**src/rtl/pcu_pkg.sv**
```systemverilog
// Package pcu_pkg
// Shared field positions, opcode values and the flow-kind type for the
// next-address unit. Assumes the fixed 32-bit instruction layout.
package pcu_pkg;

    localparam int INSTR_W  = 32;
    localparam int OPC_W    = 6;
    localparam int FUNCT_W  = 6;
    localparam int OFF_W    = 16;
    localparam int TGT_W    = 26;
    localparam int OPC_LSB  = INSTR_W - OPC_W;
    localparam int ALIGN_W  = 2;

    localparam logic [OPC_W-1:0]   OPC_SPECIAL = 6'd0;
    localparam logic [OPC_W-1:0]   OPC_JMP     = 6'd2;
    localparam logic [OPC_W-1:0]   OPC_JAL     = 6'd3;
    localparam logic [OPC_W-1:0]   OPC_BEQ     = 6'd4;
    localparam logic [OPC_W-1:0]   OPC_BNE     = 6'd5;
    localparam logic [FUNCT_W-1:0] FN_JREG     = 6'd8;

    typedef enum logic [2:0] {
        FLOW_SEQ,
        FLOW_BEQ,
        FLOW_BNE,
        FLOW_JMP,
        FLOW_JAL,
        FLOW_JREG
    } flow_e;

endpackage

```
**src/rtl/pcu_decode.sv**
```systemverilog
// Module pcu_decode
// Classifies the instruction into one flow kind from its opcode and, for
// the special opcode, its funct field. Purely combinational. Any encoding
// it does not recognise is treated as sequential.
module pcu_decode
    import pcu_pkg::*;
(
    input  logic [OPC_W-1:0]   opcode,
    input  logic [FUNCT_W-1:0] funct,
    output flow_e              flow
);

    // Map the opcode/funct pair onto a flow kind.
    always_comb begin
        unique case (opcode)
            OPC_BEQ:     flow = FLOW_BEQ;
            OPC_BNE:     flow = FLOW_BNE;
            OPC_JMP:     flow = FLOW_JMP;
            OPC_JAL:     flow = FLOW_JAL;
            OPC_SPECIAL: flow = (funct == FN_JREG) ? FLOW_JREG : FLOW_SEQ;
            default:     flow = FLOW_SEQ;
        endcase
    end

endmodule

```
**src/rtl/pcu_addr_gen.sv**
```systemverilog
// Module pcu_addr_gen
// Builds the candidate addresses from the current PC: the sequential
// address, the PC-relative branch target (offset in words, added to PC+4)
// and the region-absolute jump target. Assumes XLEN exceeds the jump
// field plus alignment bits.
module pcu_addr_gen
    import pcu_pkg::*;
#(
    parameter int XLEN = 32
) (
    input  logic [XLEN-1:0]  pc,
    input  logic [OFF_W-1:0] offset,
    input  logic [TGT_W-1:0] target,
    output logic [XLEN-1:0]  seq_addr,
    output logic [XLEN-1:0]  branch_addr,
    output logic [XLEN-1:0]  jump_addr
);

    localparam int EXT_W    = XLEN - OFF_W - ALIGN_W;
    localparam int REGION_W = XLEN - TGT_W - ALIGN_W;
    localparam logic [XLEN-1:0] STEP = XLEN'(4);

    logic [XLEN-1:0] offset_bytes;

    // Sign-extend the word offset and scale it to bytes.
    always_comb begin
        offset_bytes = {{EXT_W{offset[OFF_W-1]}}, offset, {ALIGN_W{1'b0}}};
    end

    // Sequential and branch adders; both wrap modulo 2^XLEN.
    always_comb begin
        seq_addr    = pc + STEP;
        branch_addr = seq_addr + offset_bytes;
    end

    // Keep the region bits of the PC and splice in the word target.
    always_comb begin
        jump_addr = {pc[XLEN-1 -: REGION_W], target, {ALIGN_W{1'b0}}};
    end

endmodule

```
**src/rtl/pcu_select.sv**
```systemverilog
// Module pcu_select
// Chooses the next PC from the candidate addresses, given the flow kind
// and the register comparison. Also raises the link request for
// jump-and-link. Combinational; the caller gates it with the enable.
module pcu_select
    import pcu_pkg::*;
#(
    parameter int XLEN = 32
) (
    input  flow_e           flow,
    input  logic [XLEN-1:0] rs_val,
    input  logic [XLEN-1:0] rt_val,
    input  logic [XLEN-1:0] seq_addr,
    input  logic [XLEN-1:0] branch_addr,
    input  logic [XLEN-1:0] jump_addr,
    output logic [XLEN-1:0] next_pc,
    output logic            link_req
);

    logic ops_equal;

    // Equality compare of the two register operands.
    always_comb begin
        ops_equal = (rs_val == rt_val);
    end

    // Next-address multiplexer.
    always_comb begin
        unique case (flow)
            FLOW_BEQ:  next_pc = ops_equal  ? branch_addr : seq_addr;
            FLOW_BNE:  next_pc = !ops_equal ? branch_addr : seq_addr;
            FLOW_JMP:  next_pc = jump_addr;
            FLOW_JAL:  next_pc = jump_addr;
            FLOW_JREG: next_pc = rs_val;
            default:   next_pc = seq_addr;
        endcase
    end

    // Only jump-and-link asks for a return-address write.
    always_comb begin
        link_req = (flow == FLOW_JAL);
    end

endmodule

```
**src/rtl/pcu_pc_reg.sv**
```systemverilog
// Module pcu_pc_reg
// The program counter register. Synchronous active-low reset to RESET_VEC
// takes priority over the enable. With the enable low the value holds.
module pcu_pc_reg #(
    parameter int              XLEN      = 32,
    parameter logic [XLEN-1:0] RESET_VEC = '0
) (
    input  logic            clk,
    input  logic            rst_n,
    input  logic            en,
    input  logic [XLEN-1:0] d,
    output logic [XLEN-1:0] q
);

    // Reset, load or hold the PC on each rising edge.
    always_ff @(posedge clk) begin
        if (!rst_n) begin
            q <= RESET_VEC;
        end else if (en) begin
            q <= d;
        end
    end

endmodule

```
**src/rtl/pcu_next_addr.sv**
```systemverilog
// Module pcu_next_addr (top)
// Program counter with next-address selection for sequential flow,
// equal/not-equal branches, region jumps with and without link, and
// jump-to-register. Assumes the instruction and operands are valid in the
// cycle they are presented. No delay slot, no traps.
module pcu_next_addr
    import pcu_pkg::*;
#(
    parameter int              XLEN      = 32,
    parameter logic [XLEN-1:0] RESET_VEC = 32'h0000_0000
) (
    input  logic               clk,
    input  logic               rst_n,
    input  logic               en,
    input  logic [INSTR_W-1:0] instr,
    input  logic [XLEN-1:0]    rs_val,
    input  logic [XLEN-1:0]    rt_val,
    output logic [XLEN-1:0]    pc,
    output logic               link_we,
    output logic [XLEN-1:0]    link_val
);

    flow_e           flow;
    logic [XLEN-1:0] seq_addr;
    logic [XLEN-1:0] branch_addr;
    logic [XLEN-1:0] jump_addr;
    logic [XLEN-1:0] next_pc;
    logic            link_req;

    pcu_decode u_decode (
        .opcode (instr[INSTR_W-1:OPC_LSB]),
        .funct  (instr[FUNCT_W-1:0]),
        .flow   (flow)
    );

    pcu_addr_gen #(.XLEN(XLEN)) u_addr_gen (
        .pc          (pc),
        .offset      (instr[OFF_W-1:0]),
        .target      (instr[TGT_W-1:0]),
        .seq_addr    (seq_addr),
        .branch_addr (branch_addr),
        .jump_addr   (jump_addr)
    );

    pcu_select #(.XLEN(XLEN)) u_select (
        .flow        (flow),
        .rs_val      (rs_val),
        .rt_val      (rt_val),
        .seq_addr    (seq_addr),
        .branch_addr (branch_addr),
        .jump_addr   (jump_addr),
        .next_pc     (next_pc),
        .link_req    (link_req)
    );

    pcu_pc_reg #(.XLEN(XLEN), .RESET_VEC(RESET_VEC)) u_pc_reg (
        .clk   (clk),
        .rst_n (rst_n),
        .en    (en),
        .d     (next_pc),
        .q     (pc)
    );

    // Return address and its strobe; a stalled cycle writes nothing.
    always_comb begin
        link_val = seq_addr;
        link_we  = en & link_req;
    end

endmodule

```
**config.mk**
```make
export PLATFORM = sky130hd
export DESIGN_NAME = pcu_next_addr
export DESIGN_NICKNAME = d
export VERILOG_FILES = /design/src/rtl/pcu_pkg.sv /design/src/rtl/pcu_decode.sv /design/src/rtl/pcu_addr_gen.sv /design/src/rtl/pcu_select.sv /design/src/rtl/pcu_pc_reg.sv /design/src/rtl/pcu_next_addr.sv
export SDC_FILE = /design/constraint.sdc
export NUM_CORES = 1
export LEC_CHECK = 0
export ABC_CLOCK_PERIOD_IN_PS = 3700
export BUFFER_PORTS_ARGS = -buffer_cell sky130_fd_sc_hd__buf_4
export CORE_ASPECT_RATIO = 0.9
export CORE_MARGIN = 10
export CORE_UTILIZATION = 52
export CTS_BUF_LIST = sky130_fd_sc_hd__clkbuf_8
export CTS_CLUSTER_SIZE = 30
export DETAILED_ROUTE_END_ITERATION = 10
export PLACE_DENSITY = 0.84
export SYNTH_ARGS = -nofsm -noshare
export SYNTH_HDL_FRONTEND = slang
export SYNTH_SLANG_ARGS = --single-unit
```
**constraint.sdc**
```tcl
create_clock -name clk -period 3.7 [get_ports clk]
set_input_delay 0.74 -clock clk [delete_from_list [all_inputs] [get_ports clk]]
set_output_delay 0.74 -clock clk [all_outputs]
set_load 0.005 [all_outputs]
```
==> impl_metrics.tcl <==
set metrics [dict create \
    status "completed" \
    hpwl_microns 15500 \
    mostFrequentLayoutCell "buf_4" \
    start_util 0.536 \
    grt_usage 0.294 \
    grt_pass1_wl_microns 29400 \
    placed_area_sq_um 5980 \
    synth_top_area_frac 0.147 \
    power.internal_mw 0.859 \
    grt_max_degree 32 \
    final.period_utilization 0.972 \
    cts_sinks 32 \
    drt-total-wl_microns 19900 \
    placedCellCount 872 \
    clk_latency_ps 300 \
    fin_area_sq_um 6250 \
    syn_area_sq_um 4340 \
    multi_input_area_sq_um 3610 \
    startpoint_type "flop" \
    ys_async_sr_fraction 0 \
    finalSetupViolCount 0 \
    antenna_found_initial 0 \
    num_io_pins 164 \
    synth_cells 583 \
    criticalPathCategory "flop to flop" \
    worst_pin_slew_ps 544 \
    reg2reg_slack_ps 100 \
    grt-ovfl-total 0 \
    clk_pin_slew_worst_paths_ps 80 \
    synthTopCellsByArea "dfxtp_1 (15%), xor2_1 (10%), ha_1 (10%)" \
    clkPwrFrac 0.218 \
    synth_area_per_cell_sq_um 7.45 \
    clock_skew_ps 9.56 \
    most-common-layout-cells "buf_4 (226), nand2_1 (54), xor2_1 (50)" \
    yosys.area.top_type "dfxtp_1" \
    vdd.ir_drop.worst_mv 0.151 \
    worst-path-max-fanout 7 \
    gp_congestion 1.02 \
    drt_iter0_markers 729 \
    worstRegToRegCells 15 \
    hold_violations 0 \
    switching_share 0.391 \
    vias_per_cell 6.57 \
    ys_types 67 \
    yosysSeqAreaShare 0.147 \
    wl_per_cell_microns 22.4 \
    combPwrFrac 0.503 \
    firstDrtPassIters 5 \
    p_switching_mw 0.551 \
    synth_enable_flop_cells 0 \
    holdBufCountCts 0 \
    cp-end-kind "flop" \
    min_path_type "flop to flop" \
    synthFlopType "dfxtp_1" \
    num_rows 31 \
    ant_nets 0 \
    largest_registers "u_pc_reg.q x32" \
    max_freq_mhz 278 \
    cts_tree "yes" \
    nNetsFinal 924 \
    holdPathStages 1 \
    cts_max_path_buffers 2 \
    arrival_ps 3780 \
    dieArea_sq_um 12400 \
    layout_setup_ws_ps 104 \
    preCtsSetupSlack_ps -128 \
    largest_reg_flops 32 \
    nFillCells 609 \
    p_leak_nw 3.01 \
    syn_nets 718 \
    numCtsBuffers 5 \
    drc 0 \
    area_delta_synth_final_pct 43.9 \
    yosys_warnings 0 \
    finalCriticalPeriod_ps 3600 \
    pwr-share-seq 0.278 \
    cp.required_ps 3880 \
    top_register "u_pc_reg.q" \
    die_x_microns 116 \
    maxSlewViolCount 0 \
    relSlewSlack 0.634 \
    first_global_vias 5530 \
    die_h_microns 107 \
    io_buffers 163 \
    cts-htree-levels 2 \
    ff_latch_area_sq_um 643 \
    diodes 0 \
    cts-root-buf "clkbuf_8" \
    maxCapViolCount 0 \
    num_vias 5839 \
    power.total_mw 1.41 \
    synth_seq_cells 32 \
    timing.setup.tns_ps 0 \
    drive_above_1_share 0.346 \
    power_density_nw_per_um2 226 \
    core-area_sq_um 8110 \
    fin_cells 889 \
]
==> kinds of logic after synthesis <==
group | count (synthesis) | share of synthesized area
AO/OA/AOI/OAI | 201 | 0.318
adder cells (fa/ha/maj) | 36 | 0.105
AND/OR/NAND/NOR | 188 | 0.220
buffers and inverters | 46 | 0.0469
XOR/XNOR | 79 | 0.159
flip-flops | 32 | 0.147
multiplexers | 1 | 0.00230
==> worst max-delay path, cell delays in order (launching register included) <==
cell       delay [ps]
dfxtp_2           340
ha_2              190
and2_4            180
and2_2            210
and3_1            210
xor2_2            220
ha_2              360
a211oi_1          210
o21ai_0           130
o211ai_1          180
a41oi_2           210
o2111ai_2         360
a31oi_1           180
or3_1             330
nand3_1            90
a21oi_1            70
==> worst paths after layout <==
path	from	to
worst min register to register	u_pc_reg.q[26]	u_pc_reg.q[26]
worst max register to register	u_pc_reg.q[3]	u_pc_reg.q[29]
worst min-delay path	u_pc_reg.q[26]	u_pc_reg.q[26]
worst max-delay path	u_pc_reg.q[3]	u_pc_reg.q[29]
==> layout make-up <==
class,instances,area share
clock buffers,6,0.0132
clock inverters,2,0.00160
inverters,18,0.0108
multi-input cells,505,0.577
flip-flops and latches,32,0.103
well taps,99,0.0198
repair buffers,227,0.275
==> repair_timing <==
item	4_1_cts	5_1_grt
endpoints found under the setup margin	6	15
gates resized for setup	5	26
buffers inserted	1	8
pin swaps	1	8
==> stage by stage <==
| stage | hold WS [ps] | util |
|---|---|---|
| after global routing | 571 | 0.771 |
| after detailed placement | 537 | 0.738 |
| after CTS | 554 | 0.753 |
| final | 557 | 0.771 |
| after floorplan | 521 | - |
| after global placement | 530 | 0.738 |
==> metal layers <==
layer / share of wire / wire length (microns) / global-route usage
met1: 0.38 / 7580 / 0.359
met2: 0.47 / 9330 / 0.495
met3: 0.11 / 2190 / 0.0541
met4: 0.040 / 791 / 0.123
met5: 0 / 0 / 0
==> power groups by stage <==
stage	sequential, mW	clock [mW]	combinational [mW]
3_5_place_dp	0.398	0	0.666
4_1_cts	0.390	0.307	0.673
5_1_grt	0.395	0.322	0.759
3_3_place_gp	0.397	0	0.653
2_1_floorplan	0.400	0	0.339
6_report	0.393	0.308	0.710
==> synthesized netlist by cell type, types with 2 or more instances <==
cell type	count
nand2_1	54
o21ai_0	52
xor2_1	51
nor2_1	43
ha_1	35
a21oi_1	34
dfxtp_1	32
xnor2_1	28
a221oi_1	21
nand3_1	18
inv_1	17
a221o_1	15
and3_1	15
clkbuf_1	15
a31oi_1	14
a21o_1	13
nor4_1	10
nand4_1	9
nor3_1	8
a211oi_1	7
buf_2	6
or3_1	6
and2_1	4
and4_1	4
o211ai_1	4
o22ai_1	4
o31ai_1	4
a21boi_0	3
a21oi_2	3
a22oi_1	3
a41oi_1	3
nand2b_1	3
o21ai_1	3
a211o_1	2
buf_1	2
buf_4	2
buf_6	2
nand3b_1	2
o2111a_1	2
o2111ai_1	2
or2_2	2
Power figures use the tool's default switching activity.
